--- src/rtl/mcpwm_pkg.sv ---
package mcpwm_pkg;

  localparam int NCAR = 4;

  typedef enum logic [2:0] {
    MODE_PD   = 3'd0,
    MODE_POD  = 3'd1,
    MODE_APOD = 3'd2,
    MODE_PS   = 3'd3,
    MODE_CO   = 3'd4,
    MODE_VF   = 3'd5
  } carrier_mode_e;

  function automatic carrier_mode_e norm_mode(input logic [2:0] raw);
    carrier_mode_e m;
    case (raw)
      3'd1:    m = MODE_POD;
      3'd2:    m = MODE_APOD;
      3'd3:    m = MODE_PS;
      3'd4:    m = MODE_CO;
      3'd5:    m = MODE_VF;
      default: m = MODE_PD;
    endcase
    return m;
  endfunction

endpackage

--- src/rtl/mcpwm_timebase.sv ---
module mcpwm_timebase
  import mcpwm_pkg::*;
#(
  parameter int AW  = 4,
  parameter int MIW = 9
) (
  input  logic             clk,
  input  logic             rst_n,
  input  logic [2:0]       mode_i,
  input  logic [MIW-1:0]   mi_i,
  output logic [AW:0]      ph_o,
  output carrier_mode_e    mode_o,
  output logic [MIW-1:0]   mi_o
);

  localparam int PW = AW + 1;
  localparam logic [PW-1:0] PMAX = {PW{1'b1}};

  logic [PW-1:0]   ph_q, ph_n;
  carrier_mode_e   mode_q, mode_n;
  logic [MIW-1:0]  mi_q, mi_n;
  logic            wrap;

  always_comb begin
    wrap   = (ph_q == PMAX);
    ph_n   = ph_q + 1'b1;
    mode_n = norm_mode(mode_i);
    mi_n   = mi_i;
  end

  always_ff @(posedge clk or negedge rst_n) begin
    if (!rst_n) begin
      ph_q   <= '0;
      mode_q <= MODE_PD;
      mi_q   <= '0;
    end else begin
      ph_q <= ph_n;
      if (wrap) begin
        mode_q <= mode_n;
        mi_q   <= mi_n;
      end
    end
  end

  assign ph_o   = ph_q;
  assign mode_o = mode_q;
  assign mi_o   = mi_q;


  phase_wrap_chk: assert property (@(posedge clk) disable iff (!rst_n)
    (ph_q == PMAX) |=> (ph_q == '0));


  phase_step_chk: assert property (@(posedge clk) disable iff (!rst_n)
    (ph_q != PMAX) |=> (ph_q == $past(ph_q) + 1'b1));


  mid_period_hold_chk: assert property (@(posedge clk) disable iff (!rst_n)
    (ph_q != PMAX) |=> ($stable(mode_q) && $stable(mi_q)));

endmodule

--- src/rtl/mcpwm_carrier_bank.sv ---
module mcpwm_carrier_bank
  import mcpwm_pkg::*;
#(
  parameter int AW  = 4,
  parameter int CVW = AW + 4
) (
  input  logic [AW:0]           ph_i,
  input  carrier_mode_e         mode_i,
  output logic [NCAR*CVW-1:0]   car_o
);

  localparam int PW = AW + 1;
  localparam int A  = 1 << AW;
  localparam logic [PW-1:0]         HALF_TURN = PW'(A);
  localparam logic signed [CVW-1:0] FULL_TURN = CVW'(2 * A);

  for (genvar k = 0; k < NCAR; k++) begin : g_car
    localparam logic signed [CVW-1:0] BAND_OFS = CVW'((k - 2) * A);
    localparam logic signed [CVW-1:0] OVL_OFS  = CVW'(k * (A / 2) - (5 * A) / 4);
    localparam logic [PW-1:0]         PS_SHIFT = PW'(k * (A / 2));
    localparam bit INNER    = (k == 1) || (k == 2);
    localparam bit LOW_HALF = (k < 2);
    localparam bit ODD      = (k % 2) == 1;

    logic [PW-1:0]          base, shift, pos;
    logic signed [CVW-1:0]  slope_v, val;

    always_comb begin
      if (mode_i == MODE_VF && INNER) base = {ph_i[PW-2:0], 1'b0};
      else                            base = ph_i;
      shift = '0;
      case (mode_i)
        MODE_POD:  if (LOW_HALF) shift = HALF_TURN;
        MODE_APOD: if (ODD)      shift = HALF_TURN;
        MODE_PS:   shift = PS_SHIFT;
        default:   shift = '0;
      endcase
      pos = base + shift;
      if (pos < HALF_TURN) slope_v = CVW'(pos);
      else                 slope_v = FULL_TURN - CVW'(pos);
      case (mode_i)
        MODE_PS: val = (slope_v <<< 2) - FULL_TURN;
        MODE_CO: val = slope_v + OVL_OFS;
        default: val = slope_v + BAND_OFS;
      endcase
    end

    assign car_o[k*CVW +: CVW] = val;
  end

endmodule

--- src/rtl/mcpwm_ref_scale.sv ---
module mcpwm_ref_scale #(
  parameter int RW  = 7,
  parameter int MIW = 9,
  parameter int MIF = 8,
  parameter int PRW = RW + MIW + 1
) (
  input  logic signed [RW-1:0]  ref_i,
  input  logic [MIW-1:0]        mi_i,
  output logic signed [PRW-1:0] ref_o
);

  logic signed [PRW-1:0] ref_ext, mi_ext, prod;

  always_comb begin
    ref_ext = {{(PRW-RW){ref_i[RW-1]}}, ref_i};
    mi_ext  = {{(PRW-MIW){1'b0}}, mi_i};
    prod    = ref_ext * mi_ext;
    ref_o   = prod >>> MIF;
  end

endmodule

--- src/rtl/mcpwm_deadtime.sv ---
module mcpwm_deadtime #(
  parameter int DTW = 4
) (
  input  logic           clk,
  input  logic           rst_n,
  input  logic           cmd_i,
  input  logic [DTW-1:0] dt_i,
  output logic           hi_o,
  output logic           lo_o
);

  logic           prev_q, prev_n;
  logic [DTW-1:0] cnt_q, cnt_n;
  logic           chg, busy;

  always_comb begin
    chg    = (cmd_i != prev_q);
    prev_n = cmd_i;
    cnt_n  = cnt_q;
    if (chg)                cnt_n = dt_i;
    else if (cnt_q != '0)   cnt_n = cnt_q - 1'b1;
    busy = chg || (cnt_q != '0);
    hi_o = cmd_i & ~busy;
    lo_o = ~cmd_i & ~busy;
  end

  always_ff @(posedge clk or negedge rst_n) begin
    if (!rst_n) begin
      prev_q <= 1'b0;
      cnt_q  <= '0;
    end else begin
      prev_q <= prev_n;
      cnt_q  <= cnt_n;
    end
  end


  hi_to_lo_gap_chk: assert property (@(posedge clk) disable iff (!rst_n)
    hi_o |=> !lo_o);


  lo_to_hi_gap_chk: assert property (@(posedge clk) disable iff (!rst_n)
    lo_o |=> !hi_o);

endmodule

--- src/rtl/mcpwm_gen.sv ---
module mcpwm_gen
  import mcpwm_pkg::*;
#(
  parameter int AW  = 4,
  parameter int MIW = 9,
  parameter int MIF = 8,
  parameter int DTW = 4
) (
  input  logic                clk,
  input  logic                rst_n,
  input  logic [2:0]          mode_i,
  input  logic [MIW-1:0]      mi_i,
  input  logic signed [AW+2:0] ref_i,
  input  logic [DTW-1:0]      dt_i,
  output logic [3:0]          cmp_o,
  output logic signed [2:0]   level_o,
  output logic [3:0]          gate_hi_o,
  output logic [3:0]          gate_lo_o
);

  localparam int RW  = AW + 3;
  localparam int CVW = AW + 4;
  localparam int PRW = RW + MIW + 1;

  logic [AW:0]                ph;
  carrier_mode_e              mode_l;
  logic [MIW-1:0]             mi_l;
  logic [NCAR*CVW-1:0]        car_flat;
  logic signed [PRW-1:0]      ref_s;
  logic [NCAR-1:0]            cmp_q, cmp_n;
  logic [2:0]                 ones;

  mcpwm_timebase #(.AW(AW), .MIW(MIW)) u_tb (
    .clk(clk), .rst_n(rst_n), .mode_i(mode_i), .mi_i(mi_i),
    .ph_o(ph), .mode_o(mode_l), .mi_o(mi_l)
  );

  mcpwm_carrier_bank #(.AW(AW), .CVW(CVW)) u_car (
    .ph_i(ph), .mode_i(mode_l), .car_o(car_flat)
  );

  mcpwm_ref_scale #(.RW(RW), .MIW(MIW), .MIF(MIF), .PRW(PRW)) u_scale (
    .ref_i(ref_i), .mi_i(mi_l), .ref_o(ref_s)
  );

  for (genvar k = 0; k < NCAR; k++) begin : g_cmp
    logic signed [CVW-1:0] c;
    logic signed [PRW-1:0] c_ext;
    always_comb begin
      c        = car_flat[k*CVW +: CVW];
      c_ext    = {{(PRW-CVW){c[CVW-1]}}, c};
      cmp_n[k] = (ref_s > c_ext);
    end

    mcpwm_deadtime #(.DTW(DTW)) u_dt (
      .clk(clk), .rst_n(rst_n), .cmd_i(cmp_q[k]), .dt_i(dt_i),
      .hi_o(gate_hi_o[k]), .lo_o(gate_lo_o[k])
    );
  end

  always_ff @(posedge clk or negedge rst_n) begin
    if (!rst_n) cmp_q <= '0;
    else        cmp_q <= cmp_n;
  end

  always_comb begin
    ones    = 3'($countones(cmp_q));
    level_o = ones - 3'd2;
    cmp_o   = cmp_q;
  end


  band_thermo_chk: assert property (@(posedge clk) disable iff (!rst_n)
    ($past(mode_l != MODE_PS && mode_l != MODE_CO)) |-> $onehot({1'b0, cmp_q} + 5'd1));

endmodule

--- config.mk ---
export PLATFORM = sky130hd
export DESIGN_NAME = mcpwm_gen
export DESIGN_NICKNAME = d
export VERILOG_FILES = /design/src/rtl/mcpwm_pkg.sv /design/src/rtl/mcpwm_timebase.sv /design/src/rtl/mcpwm_carrier_bank.sv /design/src/rtl/mcpwm_ref_scale.sv /design/src/rtl/mcpwm_deadtime.sv /design/src/rtl/mcpwm_gen.sv
export SDC_FILE = /design/constraint.sdc
export NUM_CORES = 1
export LEC_CHECK = 0
export CAP_MARGIN = 15
export CORE_MARGIN = 2
export CORE_UTILIZATION = 30
export CTS_CLUSTER_SIZE = 24
export DETAILED_ROUTE_END_ITERATION = 12
export DONT_BUFFER_PORTS = 1
export HOLD_SLACK_MARGIN = 0.12
export PLACE_DENSITY = 0.45
export SKIP_CTS_REPAIR_TIMING = 1
export SYNTH_ARGS = -nofsm -noshare
export SYNTH_HDL_FRONTEND = slang
export SYNTH_SLANG_ARGS = --single-unit
--- constraint.sdc ---
create_clock -name clk -period 6.15 [get_ports clk]
set_input_delay 0.615 -clock clk [delete_from_list [all_inputs] [get_ports clk]]
set_output_delay 0.615 -clock clk [all_outputs]
set_load 0.005 [all_outputs]
==> summary.md, run 1 <==
| Metric | Value |
|---|---|
| Prevailing post-synth register cell | `dfrtp_1` |
| Crit path arrival time | `6150 ps` |
| FFs w/ async S/R, synth | `100%` |
| Critical path type | `register to register` |
| Die W | `148 um` |
| CTS max path bufs | `2` |
| Worst-Skew Late Latency | `300 ps` |
| CTS Sinks | `41` |
| Hpwl dp | `13300 um` |
| GP Congestion | `0.880` |
| Final Cycle Share | `97.3%` |
| First-pass detailed-route iteration total | `4` |
| Setup violators final | `0` |
| Fin nets | `897` |
| Commonest non-fill, non-tap cells in the layout | `ha_1 (101), inv_1 (82), nand2_1 (54)` |
| Distinct cells, synth | `80` |
| Fraction of layout cells with a size suffix above 1 | `10.9%` |
| Commonest non-fill, non-tap cell in the layout | `ha_1` |
| Vias | `5139` |
| Yosys synthesis warning count | `0` |
| Die area | `22000 sq um` |
| Startpoint types | `register` |
| TritonCTS clock tree | `yes` |
| DRT antenna net count | `0` |
| Global Route Usage Sum | `15.3%` |
| Clock skew | `14.5 ps` |
| First-pass GRT wire length | `27300 um` |
| Initial antenna violation count | `0` |
| Final Hold Fails | `0` |
| Ant diodes | `0` |
| Ports | `40` |
| Initial Utilization | `30.7%` |
| Final min period | `5980 ps` |
| CP Capture Type | `register` |
| Slew @ Worst Pin | `747 ps` |
| Number of port buffers | `0` |
| Grt ovf | `0` |
| Vias/cell | `5.10` |
| Site Rows | `52` |
| Area Growth Syn to Fin | `11.1%` |
| Power Dens Cells | `368 nW/um^2` |
| Leakage power | `3.21 nW` |
| Cells after synthesis | `724` |
| Largest cells by area after synthesis | `ha_1 (20%), dfrtp_1 (16%), fa_1 (11%)` |
| Cell taking the most area after synthesis | `ha_1` |
| Wirelength per Cell | `16.1 um` |
| Number of synthesized flops with an enable pin | `0` |
| Crit path max fanout | `8` |
| Largest net degree at the start of global routing | `42` |
| Required time worst endpoint | `6310 ps` |
| Status | `finished clean` |
| Max-slew violations | `0` |
| Initial DRC Count | `257` |
| Clk pin slew, worst setup/hold paths | `70 ps` |
| Placed Cells | `995` |
| Non-Filler Instances | `1007` |
| Netlist Area Pre-Place | `6240 sq um` |
| H-Tree Depth | `2` |
| Drt drc | `0` |
| CTS Root Cell | `clkbuf_16` |
| IR drop worst, VDD | `0.158 mV` |
| Fin Hold WS | `161 ps` |
| Max Cap Viol | `0` |
| Routed WL | `16200 um` |
| Core box area | `20300 sq um` |
| Yosys reg bits | `41` |
| Avg Cell Area, Syn | `8.62 sq um` |
| Fmax achieved | `167 MHz` |
| Total CTS buffers | `5` |
| Number of global-route vias before repair | `5273` |
| Fill cell count | `2109` |
| Die height | `148 um` |
| Hold Crit Class | `input port to asynchronous set/reset pin` |
| Rel. slew slack | `50.1%` |
| Register area share after synthesis | `16.4%` |
| Synth top area share | `20.5%` |
[metrics by stage]
| stage | util (%) | cell area, sq um | setup WS [ps] | power, mW | TNS, ps |
|---|---|---|---|---|---|
| 2_1_floorplan | - | 6250 | 112 | 1.67 | 0 |
| 4_1_cts | 33.5 | 6810 | 47.8 | 2.53 | 0 |
| 3_3_place_gp | 32.6 | 6620 | -3.72 | 2.13 | -3.72 |
| 5_1_grt | 34.1 | 6930 | -18.7 | 2.84 | -18.7 |
| 3_5_place_dp | 32.6 | 6620 | -51.6 | 2.16 | -85.7 |
| 6_report | 34.1 | 6930 | 165 | 2.55 | 0 |
[cells in the mapped netlist, drive strengths merged (13+ instances only)]
master and count:
fa 34, a21oi 34, buf 19, nor3 13
ha 102, nor2 35, nand2 54, xnor2 19
o21ai 37, dfrtp 41, and2 44, inv 84
[registers in the layout, indices dropped and copies added (netlist names)]
signal,cells
u_tb.mode_o,3
g_cmp.u_dt.cnt_q,16
u_tb.mi_o,9
cmp_o,4
u_tb.ph_o,5
g_cmp.u_dt.prev_q,4
[kinds of logic (layout without fill, tap and decap cells)]
logic type	after synthesis	count (layout)	synth area share, %
adders and majority gates	137	137	31.5
and+or+nand+nor	236	236	20.8
other	2	5	0.120
AOI/OAI and AO/OA	152	152	16.7
muxes	14	14	2.47
buffers and inverters	111	121	7.58
DFF	41	41	16.4
xor gates and xnor gates	31	31	4.35
[critical path, cell delays in order, from the launching register on]
cell and delay (ps):
dfrtp_2 480, and2_1 200, fa_1 480, fa_1 520, fa_1 540, inv_1 60
fa_1 590, inv_1 60, ha_1 210, a21o_1 180, a211o_1 290, a211oi_2 310
a21oi_2 120, o31a_1 260, or3_4 340, and2_4 170, inv_2 80, ha_4 140
nand2_1 50, or3_1 370, o41ai_2 350, a21oi_1 70
[routing by layer]
metal / GRT usage [%] / vias to the layer above / wire length [um]
li1: - / 2543 / -
met1: 21.3 / 2492 / 7790
met2: 25.8 / 89 / 7780
met3: 1.44 / 15 / 412
met4: 3.38 / 0 / 264
met5: 0 / - / 0
[where the power goes]
part / internal, mW / switching, mW / total [mW] / leakage [nW]
clock: 0.232 / 0.115 / 0.347 / 0.0938
combinational: 0.804 / 0.970 / 1.77 / 2.64
sequential: 0.353 / 0.0779 / 0.431 / 0.482
total: 1.39 / 1.16 / 2.55 / 3.21
[final cells by class]
type | instances | area, sq um | share of cell area, %
Multi-Input combinational cell | 575 | 4820 | 69.5
Sequential cell | 41 | 1030 | 14.9
Tap cell | 270 | 338 | 4.87
Inverter | 84 | 315 | 4.55
Timing Repair Buffer | 29 | 238 | 3.43
Clock buffer | 5 | 125 | 1.81
Clock inverter | 3 | 65.1 | 0.939
[path summary, 6_finish.rpt]
check,slack [ps],from,end,cells after the start
min in group clk,440,dt_i[2],g_cmp[2].u_dt.cnt_q[2]$_DFFE_PN0P_,2
max,170,u_tb.mi_o[2]$_DFFE_PN0N_,cmp_o[3]$_DFF_PN0_,21
max in group asynchronous,5760,rst_n,u_tb.mi_o[1]$_DFFE_PN0N_,1
max reg2reg,170,u_tb.mi_o[2]$_DFFE_PN0N_,cmp_o[3]$_DFF_PN0_,21
min,160,rst_n,u_tb.ph_o[0]$_DFF_PN0_,1
min reg2reg,540,cmp_o[2]$_DFF_PN0_,g_cmp[2].u_dt.prev_q$_DFF_PN0_,0
Note: power is estimated with default switching activity, not from simulation.
==> inputs of run 2 (changes only) <==
--- a/config.mk
+++ b/config.mk
@@ -12,7 +12,7 @@
 export DETAILED_ROUTE_END_ITERATION = 12
 export DONT_BUFFER_PORTS = 1
 export HOLD_SLACK_MARGIN = 0.12
-export PLACE_DENSITY = 0.45
+export PLACE_DENSITY = 0.44
 export SKIP_CTS_REPAIR_TIMING = 1
 export SYNTH_ARGS = -nofsm -noshare
 export SYNTH_HDL_FRONTEND = slang
==> constraint.sdc (replaced) <==
create_clock -name clk -period 6.6 [get_ports clk]
set_input_delay 0.66 -clock clk [delete_from_list [all_inputs] [get_ports clk]]
set_output_delay 0.66 -clock clk [all_outputs]
set_load 0.005 [all_outputs]
==> run 2 against run 1 <==
  * Worst hold slack better by 46 ps
  * Routed wire length decreased by 3.8%
  * Utilization down 1.2 points
  * First-iteration DRC count grew 13%
  * Total power is 14% lower
  * Global-route usage down 0.46 points
  * Sequential share of layout area increased by 0.43 points
  * Critical path depth grew 1
  * Critical path type is now input port to register
==> summary.md, run 2 (synthesis gave the netlist of run 1 again) <==
| Metric | Value |
|---|---|
| Status | `finished clean` |
| Placed Cells | `979` |
| Site Rows | `52` |
| Hold Crit Class | `input port to asynchronous set/reset pin` |
| Initial antenna violation count | `0` |
| Die height | `148 um` |
| Initial Utilization | `30.7%` |
| TritonCTS clock tree | `yes` |
| Final min period | `6110 ps` |
| Psw | `1.05 mW` |
| Global Route Usage Sum | `14.8%` |
| Ports | `40` |
| IR drop worst, VDD | `0.138 mV` |
| Sw Ratio | `47.7%` |
| Largest net degree at the start of global routing | `42` |
| Vias | `5061` |
| Combinational power share | `70.2%` |
| Leakage power | `3.09 nW` |
| Clock Power Share | `11.2%` |
| P_int | `1.15 mW` |
| Power Dens Cells | `328 nW/um^2` |
| Non-Filler Instances | `989` |
| Max FFs per register | `16` |
| Core box area | `20300 sq um` |
| Initial DRC Count | `290` |
| First-pass detailed-route iteration total | `7` |
| Slew @ Worst Pin | `777 ps` |
| Clock skew | `10.8 ps` |
| CTS Sinks | `41` |
| GP Congestion | `0.879` |
| Final Hold Fails | `0` |
| Area Growth Syn to Fin | `7.20%` |
| Fmax achieved | `164 MHz` |
| Grt ovf | `0` |
| Startpoint types | `input port` |
| Fraction of layout cells with a size suffix above 1 | `6.26%` |
| Rel. slew slack | `48.2%` |
| Hpwl dp | `12600 um` |
| Setup TNS | `0 ps` |
| Clk pin slew, worst setup/hold paths | `70 ps` |
| Commonest non-fill, non-tap cells in the layout | `ha_1 (102), inv_1 (83), nand2_1 (54)` |
| Top reg by flops | `g_cmp.u_dt.cnt_q` |
| Number of global-route vias before repair | `5306` |
| Required time worst endpoint | `6770 ps` |
| RSZ-0062 raised after global routing | `false` |
| Wirelength per Cell | `15.8 um` |
| Worst-Skew Late Latency | `290 ps` |
| Ant diodes | `0` |
| H-Tree Depth | `2` |
| Setup violators final | `0` |
| Die W | `148 um` |
| Crit path max fanout | `7` |
| Max-slew violations | `0` |
| CTS max path bufs | `2` |
| Final Cycle Share | `92.6%` |
| Total power | `2.20 mW` |
| Drt drc | `0` |
| Critical path type | `input port to register` |
| Sequential Power Share | `18.6%` |
| Routed WL | `15600 um` |
| Number of port buffers | `0` |
| Die area | `22000 sq um` |
| Crit path arrival time | `6280 ps` |
| Fin Hold WS | `207 ps` |
| Commonest non-fill, non-tap cell in the layout | `ha_1` |
| DRT antenna net count | `0` |
| Max Cap Viol | `0` |
| Total CTS buffers | `5` |
| First-pass GRT wire length | `26800 um` |
| CP Capture Type | `register` |
| CTS Root Cell | `clkbuf_16` |
| Fin nets | `879` |
| Vias/cell | `5.12` |
run 2: cell count changes in the layout (fill, tap and decap cells not counted), sizes merged:
cell | before | now
buf | 29 | 11
bufinv | 2 | 0
clkinv | 1 | 2
clkinvlp | 0 | 1
run 2: final cells by class:
cell class / count / area [sq um]
Clock buffer: 5 / 125
Inverter: 84 / 315
Sequential cell: 41 / 1030
Tap cell: 270 / 338
Fill cell: 2120 / 13600
Timing Repair Buffer: 11 / 106
Clock inverter: 3 / 17.5
Multi-Input combinational cell: 575 / 4760
run 2: routing by layer:
| layer | part of all wire [%] | vias up | track usage, % |
|---|---|---|---|
| met2 | 48 | 78 | 25.7 |
| met4 | 1.3 | 0 | 2.90 |
| met1 | 48 | 2464 | 20.4 |
| li1 | - | 2506 | - |
| met5 | 0 | - | 0 |
| met3 | 3.1 | 13 | 1.10 |
run 2: stage by stage:
| step | utilization, % | cell area [sq um] | setup WS (ps) |
|---|---|---|---|
| finish | 32.9 | 6690 | 489 |
| global route | 32.9 | 6690 | 130 |
| CTS | 32.7 | 6640 | 391 |
| detailed placement | 32.0 | 6500 | 92.3 |
| global placement | 32.0 | 6500 | 205 |
| floorplan | - | 6250 | 517 |
run 2: critical path, cell delays in order:
cell and delay (ps):
inv_1 200, nor2_1 110, fa_1 510, fa_1 530, fa_1 510, inv_1 50
fa_1 530, inv_1 50, ha_1 330, a21o_1 210, a211o_1 320, a211oi_2 240
a21oi_2 140, o31a_1 260, or3_1 320, and2_1 180, inv_1 140, ha_1 190
nand2_1 50, or3_1 340, o41ai_1 310, a21oi_1 70
run 2: worst paths after layout:
| path | startpoint | slack, ps | depth (start not counted) | endpoint |
|---|---|---|---|---|
| max | ref_i[6] | 490 | 22 | cmp_o[3]$_DFF_PN0_ |
| max in group asynchronous | rst_n | 6170 | 1 | g_cmp[2].u_dt.cnt_q[0]$_DFFE_PN0P_ |
| min | rst_n | 210 | 1 | u_tb.mi_o[8]$_DFFE_PN0N_ |
| min reg2reg | cmp_o[3]$_DFF_PN0_ | 560 | 0 | g_cmp[3].u_dt.prev_q$_DFF_PN0_ |
| min in group clk | dt_i[2] | 490 | 2 | g_cmp[2].u_dt.cnt_q[2]$_DFFE_PN0P_ |
| max reg2reg | u_tb.mi_o[5]$_DFFE_PN0N_ | 500 | 21 | cmp_o[3]$_DFF_PN0_ |
run 2: power by group through the flow:
| stage | Sequential [mW] | Clock [mW] | Combinational (mW) |
|---|---|---|---|
| global route | 0.425 | 0.267 | 1.78 |
| global placement | 0.409 | 0 | 1.50 |
| finish | 0.409 | 0.245 | 1.54 |
| CTS | 0.409 | 0.258 | 1.55 |
| floorplan | 0.382 | 0 | 1.18 |
| detailed placement | 0.413 | 0 | 1.53 |
==> inputs of run 3 (changes only) <==
--- a/config.mk
+++ b/config.mk
@@ -8,6 +8,7 @@
 export CAP_MARGIN = 15
 export CORE_MARGIN = 2
 export CORE_UTILIZATION = 30
+export CTS_BUF_LIST = sky130_fd_sc_hd__clkbuf_4 sky130_fd_sc_hd__clkbuf_8
 export CTS_CLUSTER_SIZE = 24
 export DETAILED_ROUTE_END_ITERATION = 12
 export DONT_BUFFER_PORTS = 1
==> run 3 against run 2 <==
  * Sequential power hardly changed
  * Total power is 3.4% lower
  * First-iteration DRC count is 20% lower
  * Clock-buffer cell count stayed put
  * Combinational power hardly changed
  * Global-route usage hardly changed
  * Utilization is 0.28 points lower
  * Setup slack better by 13 ps
  * Routed wire length is 0.19% lower
  * Design area is 0.84% lower
  * Non-clock buffer count stayed put
==> summary.md, run 3 (synthesis gave the netlist of run 1 again) <==
| Metric | Value |
|---|---|
| Status | `finished clean` |
| H-Tree Depth | `2` |
| Ports | `40` |
| Die area | `22000 sq um` |
| Max Cap Viol | `0` |
| Total CTS buffers | `5` |
| Power Dens Cells | `320 nW/um^2` |
| Startpoint types | `register` |
| Clock skew | `17.3 ps` |
| Max-slew violations | `0` |
| Reg2reg start | `u_tb.mi_o[4]$_DFFE_PN0N_` |
| Rel. slew slack | `47.3%` |
| Hold Crit Class | `input port to asynchronous set/reset pin` |
| RSZ-0062 raised after global routing | `false` |
| Final Hold Fails | `0` |
| Grt ovf | `0` |
| Worst-Skew Late Latency | `310 ps` |
| Reg2reg end | `cmp_o[3]$_DFF_PN0_` |
| Clk pin slew, worst setup/hold paths | `100 ps` |
| Final min period | `6100 ps` |
| Site Rows | `52` |
| Fin nets | `879` |
| Slew @ Worst Pin | `790 ps` |
| CTS Sinks | `41` |
| Routed WL | `15600 um` |
| GP Congestion | `0.879` |
| Setup TNS | `0 ps` |
| Vias/cell | `5.11` |
| Commonest non-fill, non-tap cell in the layout | `ha_1` |
| Number of port buffers | `0` |
| Global Route Usage Sum | `14.8%` |
| Leakage power | `3.07 nW` |
| Largest net degree at the start of global routing | `42` |
| Required time worst endpoint | `6790 ps` |
| First-pass detailed-route iteration total | `4` |
| FF-to-FF path depth | `21` |
| Final Cycle Share | `92.4%` |
| Hpwl dp | `12600 um` |
| Core box area | `20300 sq um` |
| Crit path max fanout | `8` |
| Max FFs per register | `16` |
| Die W | `148 um` |
| TritonCTS clock tree | `yes` |
| Vias | `5057` |
| Area Growth Syn to Fin | `6.30%` |
| Fraction of layout cells with a size suffix above 1 | `6.26%` |
| R2R setup slack | `500 ps` |
| Worst Slack Setup Final | `502 ps` |
| Critical path type | `register to register` |
| Crit path arrival time | `6290 ps` |
| DRT antenna net count | `0` |
| Dpl ws | `92.3 ps` |
| First-pass GRT wire length | `26700 um` |
| Initial Utilization | `30.7%` |
| Top reg by flops | `g_cmp.u_dt.cnt_q` |
| Wirelength per Cell | `15.8 um` |
| IR drop worst, VDD | `0.140 mV` |
| Fmax achieved | `164 MHz` |
| Setup crit start | `u_tb.mi_o[4]$_DFFE_PN0N_` |
| Drt drc | `0` |
| Commonest non-fill, non-tap cells in the layout | `ha_1 (102), inv_1 (83), nand2_1 (54)` |
| Die height | `148 um` |
| Ant diodes | `0` |
| CTS max path bufs | `2` |
| CTS Root Cell | `clkbuf_8` |
| CP Capture Type | `register` |
| Initial DRC Count | `232` |
| Number of global-route vias before repair | `5282` |
| Initial antenna violation count | `0` |
| Setup violators final | `0` |
-- run 3: cell counts in the layout (fill, tap and decap cells not counted) --
No cell type changed its count.
-- run 3: cell type report --
class / count / area (sq um)
fillers: 2131 / 13700
multi-input cells: 575 / 4760
flip-flops and latches: 41 / 1030
well taps: 270 / 338
inverters: 84 / 315
repair buffers: 11 / 106
clock buffers: 5 / 68.8
clock inverters: 3 / 17.5
-- run 3: critical path: stages (launching register included) --
cell and delay, ps:
dfrtp_1 510, and2_1 230, fa_1 460, fa_1 530, fa_1 510, inv_1 50
fa_1 530, inv_1 50, ha_1 330, a21o_1 210, a211o_1 320, a211oi_2 250
a21oi_2 140, o31a_1 260, or3_1 320, and2_1 180, inv_1 140, ha_1 190
nand2_1 50, or3_1 340, o41ai_1 310, a21oi_1 70
-- run 3: metal layers --
layer / part of all wire (%) / vias to the layer above / GRT usage (%)
li1: - / 2507 / -
met1: 48 / 2460 / 20.4
met2: 48 / 76 / 25.6
met3: 3.3 / 14 / 1.10
met4: 1.4 / 0 / 2.90
met5: 0 / - / 0
-- run 3: through the flow --
step	instances	cell area (sq um)	hold WS, ps	power, mW	utilization [%]
floorplan	727	6250	364	1.56	-
global placement	979	6500	366	1.91	32.0
detailed placement	979	6500	366	1.94	32.0
CTS	987	6580	17.1	2.14	32.4
global route	989	6630	178	2.40	32.7
finish	989	6630	180	2.12	32.7
-- run 3: worst max path at each step --
stage / end / slack, ps / cells after the start
2_1_floorplan: cmp_o[3]$_DFF_PN0_ / 520 / 22
3_3_place_gp: cmp_o[3]$_DFF_PN0_ / 200 / 22
3_5_place_dp: cmp_o[3]$_DFF_PN0_ / 90 / 22
4_1_cts: cmp_o[3]$_DFF_PN0_ / 400 / 21
5_1_grt: cmp_o[3]$_DFF_PN0_ / 130 / 21
6_report: cmp_o[3]$_DFF_PN0_ / 500 / 21
-- run 3: power breakdown --
| group | switching (mW) | total, mW | internal (mW) |
|---|---|---|---|
| Clock | 0.100 | 0.173 | 0.0733 |
| Sequential | 0.0795 | 0.408 | 0.328 |
| Combinational | 0.861 | 1.54 | 0.680 |
| Total | 1.04 | 2.12 | 1.08 |
